## src/rtl/hist_corr_predictor.sv

```systemverilog
module hist_corr_predictor #(
  parameter int PC_W     = 32,
  parameter int ROW_BITS = 6,
  parameter int HIST_W   = 2,
  parameter int CTR_W    = 2
) (
  input  logic                                   clk,
  input  logic                                   rst_n,
  input  logic [PC_W-1:0]                        look_pc,
  output logic                                   look_taken,
  output logic [((HIST_W > 0) ? HIST_W : 1)-1:0] look_hist,
  input  logic                                   upd_valid,
  input  logic [PC_W-1:0]                        upd_pc,
  input  logic                                   upd_taken,
  input  logic [((HIST_W > 0) ? HIST_W : 1)-1:0] upd_hist
);
  localparam int HW    = (HIST_W > 0) ? HIST_W : 1;
  localparam int NCOL  = 1 << HIST_W;
  localparam int NENT  = (1 << ROW_BITS) * NCOL;
  localparam int IDX_W = ROW_BITS + HIST_W;
  localparam logic [CTR_W-1:0] CMAX    = '1;
  localparam logic [CTR_W-1:0] WEAK_NT = CTR_W'((1 << (CTR_W - 1)) - 1);
  localparam logic [HW-1:0]    HMASK   = HW'(NCOL - 1);

  logic [HW-1:0]    ghr;
  logic [CTR_W-1:0] ctr [NENT];

  function automatic logic [IDX_W-1:0] slot(input logic [ROW_BITS-1:0] row,
                                            input logic [HW-1:0] h);
    return IDX_W'(row) * IDX_W'(NCOL) + IDX_W'(h & HMASK);
  endfunction

  wire [IDX_W-1:0] look_idx = slot(look_pc[ROW_BITS-1:0], ghr);
  wire [IDX_W-1:0] upd_idx  = slot(upd_pc[ROW_BITS-1:0], upd_hist);
  wire [CTR_W-1:0] upd_cur  = ctr[upd_idx];
  wire unused_hi = ^{look_pc[PC_W-1:ROW_BITS], upd_pc[PC_W-1:ROW_BITS]};

  assign look_taken = ctr[look_idx][CTR_W-1];
  assign look_hist  = ghr;

  always_ff @(posedge clk or negedge rst_n) begin
    if (!rst_n) begin
      ghr <= '0;
      for (int i = 0; i < NENT; i++) ctr[i] <= WEAK_NT;
    end else if (upd_valid) begin
      ghr <= ((ghr << 1) | HW'(upd_taken)) & HMASK;
      if (upd_taken && upd_cur != CMAX)
        ctr[upd_idx] <= upd_cur + 1'b1;
      else if (!upd_taken && upd_cur != '0)
        ctr[upd_idx] <= upd_cur - 1'b1;
    end
  end
endmodule

```

## config.mk

```make
export PLATFORM = sky130hd
export DESIGN_NAME = hist_corr_predictor
export DESIGN_NICKNAME = d
export VERILOG_FILES = /design/src/rtl/hist_corr_predictor.sv
export SDC_FILE = /design/constraint.sdc
export NUM_CORES = 1
export LEC_CHECK = 0
export BUFFER_PORTS_ARGS = -buffer_cell sky130_fd_sc_hd__clkbuf_2
export CAP_MARGIN = 25
export CORE_ASPECT_RATIO = 1.75
export CORE_MARGIN = 2
export CORE_UTILIZATION = 62
export DETAILED_ROUTE_END_ITERATION = 8
export GPL_ROUTABILITY_DRIVEN = 0
export HOLD_SLACK_MARGIN = 0.12
export PLACE_DENSITY_LB_ADDON = 0.1
export SLEW_MARGIN = 5
export SYNTH_ARGS = -nofsm -noshare
export SYNTH_HDL_FRONTEND = slang
export SYNTH_SLANG_ARGS = --single-unit
```

## constraint.sdc

```tcl
create_clock -name clk -period 12 [get_ports clk]
set_clock_uncertainty 0.2 [all_clocks]
set_input_delay 1.8 -clock clk [delete_from_list [all_inputs] [get_ports clk]]
set_output_delay 1.8 -clock clk [all_outputs]
set_load 0.005 [all_outputs]
```

==> impl_metrics.env <==
export IMPL_cts_sinks=514
export IMPL_rsz0062_at_grt="no"
export IMPL_ys_warn_count=0
export IMPL_rr_worst_depth=11
export IMPL_grt_usage=0.343
export IMPL_dp_hpwl_mm=49.5
export IMPL_nets=2135
export IMPL_via_per_inst=6.76
export IMPL_fmax_mhz=129
export IMPL_cap_violations=0
export IMPL_power_per_cell_area_nw_per_um2=136
export IMPL_crit_slowest_cell="buf_4"
export IMPL_cts_root_buf="clkbuf_16"
export IMPL_syn_cell_area_um2=27100
export IMPL_cts_buffers=48
export IMPL_layout_common_cells="mux2_2 (377), nand2_1 (283), dfstp_2 (256), dfrtp_1 (256), nor2_1 (169)"
export IMPL_cts_tree="done"
export IMPL_setup_tns_ps=0
export IMPL_routed_wl_mm=75.6
export IMPL_die_h_um=281
export IMPL_firstDrtPassIters=6
export IMPL_worst_pin_slew_ps=1140
export IMPL_slowest_delay_ps=910
export IMPL_post_cts_resized=0
export IMPL_required_ps=12310
export IMPL_initialDrtViolationCount=1604
export IMPL_crit_path_end_kind="flop"
export IMPL_clk_pin_slew_ps=60
export IMPL_cts_buffer_depth=3
export IMPL_synth_ff_type="dfrtp_1"
export IMPL_grt_max_degree=174
export IMPL_crit_fanout=108
export IMPL_layout_commonest_cell="mux2_2"
export IMPL_drc=0
export IMPL_hold_end="ctr[153]$_DFFE_PN0P_"
export IMPL_drive_gt1_frac=0.443
export IMPL_yosysSeqAreaShare=0.486
export IMPL_syn_instance_count=2116
export IMPL_post_cts_buffers=0
export IMPL_synthArstFlopShare=1.00
export IMPL_status="finished clean"
export IMPL_htree_levels=2
export IMPL_portBuffers=20
export IMPL_grt_pass1_wl_mm=116
export IMPL_r2r_slack_ps=6250
export IMPL_antenna_found_initial=5
export IMPL_grt_overflow=0
export IMPL_regToRegEndpoint="ctr[457]$_DFFE_PN0P_"
export IMPL_grt_pass1_vias=18995
export IMPL_core_area_um2=43300
export IMPL_power_leakage_uw=0.0122
export IMPL_fin_total_pwr_uw=3950
export IMPL_hp_class="reg -> reg"
export IMPL_start_util=0.626
export IMPL_ys_ff_latch=514
export IMPL_slew_limit_headroom=0.238
export IMPL_critPathKind="in -> reg"
export IMPL_row_count=101
export IMPL_cp_cell_sequence="buf_6 > buf_12 > mux4_1 > mux2_2 > o211ai_1 > and4_2 > buf_4 > and3_1 > ha_1 > xnor2_2 > buf_4 > mux2_2"
export IMPL_clk_latency_ps=590
export IMPL_fillers=3135
export IMPL_worstPathArrival_ps=8090
export IMPL_io_pins=73
export IMPL_hold_violations=0
export IMPL_vias=18053
export IMPL_slew_violations=0
export IMPL_synth_cell_types=64
export IMPL_die_area_um2=45500
export IMPL_period_minus_slack_ps=7780
export IMPL_hold_path_depth=2
export IMPL_min_from="ctr[153]$_DFFE_PN0P_"
export IMPL_postCtsHoldBufs=0
export IMPL_setup_viol_count_final=0
export IMPL_dieWidth_um=162
export IMPL_antenna_left=0
export IMPL_ir_drop_mv=0.153
export IMPL_syn_area_per_cell_um2=12.8
export IMPL_cp_start_kind="primary input"
export IMPL_period_share=0.648
export IMPL_area_growth_pct=7.52
export IMPL_wl_per_cell_um=28.3
export IMPL_syn_nets=2188
export IMPL_synth_edf_count=0
-- metal layers --
metal  global-route usage  up-vias  part of all wire
li1                     -     7650                 -
met1                0.425     9359              0.37
met2                0.560      760              0.49
met3               0.0519      280             0.064
met4                0.226        4             0.080
met5                    0        -           0.00036
-- cells by family (layout without fill, tap and decap cells) --
group           Yosys count  in the layout  synth area share
flops                   514            514             0.486
xor+xnor                  2              2          0.000646
buf+inv                 161            148            0.0331
compound gates          227            227            0.0495
fa+ha+maj                 2              2          0.000923
simple gates            538            538            0.0822
other cells               0              3                 0
mux                     672            672             0.347
-- synthesized netlist by cell type, drive strengths merged, types with 2 or more instances --
master | count | area share
inv | 4 | 0.00055
a211oi | 6 | 0.0018
nor3 | 20 | 0.0041
o221ai | 4 | 0.0013
nor2b | 13 | 0.0030
and3 | 3 | 0.00069
mux2i | 106 | 0.039
a22oi | 2 | 0.00055
mux2 | 397 | 0.16
buf | 74 | 0.020
a221oi | 8 | 0.0026
dfstp | 256 | 0.25
nor2 | 169 | 0.023
nor4 | 4 | 0.0012
dfrtp | 258 | 0.24
ha | 2 | 0.00092
o31ai | 2 | 0.00055
and2 | 10 | 0.0023
nand3b | 4 | 0.0011
o211ai | 4 | 0.0011
a32o | 2 | 0.00074
a311oi | 2 | 0.00065
a21oi | 6 | 0.0012
a22o | 3 | 0.00097
mux4 | 169 | 0.14
or3b | 2 | 0.00065
o21ai | 145 | 0.027
a32oi | 3 | 0.00097
nand4 | 4 | 0.00092
nand2 | 283 | 0.039
o22ai | 28 | 0.0065
nand2b | 6 | 0.0014
a2111oi | 5 | 0.0016
nand3 | 14 | 0.0026
clkbuf | 83 | 0.012
-- worst max-delay path by stage --
stage | startpoint | to | slack (ps) | depth (start not counted)
finish | upd_hist[1] | ctr[457]$_DFFE_PN0P_ | 4220 | 12
global route | upd_hist[1] | ctr[455]$_DFFE_PN0P_ | 3950 | 16
CTS | upd_hist[1] | ctr[95]$_DFFE_PN0P_ | 4350 | 16
detailed placement | upd_hist[1] | ctr[95]$_DFFE_PN0P_ | 3770 | 16
global placement | upd_hist[1] | ctr[47]$_DFFE_PN0P_ | 3810 | 14
floorplan | upd_hist[0] | flop | 5520 | 16
-- through the flow --
| step | utilization | cells | setup slack (ps) | hold slack (ps) | area, µm² |
|---|---|---|---|---|---|
| after floorplan | - | 2116 | 5520 | 257 | 27100 |
| after global placement | 0.632 | 2574 | 3810 | 275 | 27400 |
| after detailed placement | 0.632 | 2574 | 3770 | 289 | 27400 |
| after CTS | 0.670 | 2664 | 4350 | 303 | 29100 |
| after global routing | 0.672 | 2671 | 3950 | 334 | 29100 |
| final | 0.673 | 2672 | 4220 | 301 | 29200 |
-- where the power goes --
group,total [µW],switching (µW),internal [µW]
Clock,1600,671,925
Sequential,1910,61.9,1850
Combinational,443,269,174
Total,3950,1000,2950
-- worst max-delay path: cells and delay by family --
kind / cells / cell delay (ps)
buffers and inverters: 4 / 2670
multiplexers: 3 / 1270
XOR/XNOR: 1 / 800
AND/OR/NAND/NOR: 2 / 590
AO/OA/AOI/OAI: 1 / 340
adder cells (fa/ha/maj): 1 / 320
-- area by class of cell --
class                           instances  area (µm²)  share of cell area
Antenna cell                            3        7.51            0.000258
Clock buffer                           75        1460              0.0502
Clock inverter                         15         185             0.00635
Inverter                                4        15.0            0.000515
Multi-Input combinational cell       1441       13100               0.450
Sequential cell                       514       13200               0.452
Tap cell                              566         708              0.0243
Timing Repair Buffer                   54         478              0.0164
Note: power is estimated with default switching activity, not from simulation.
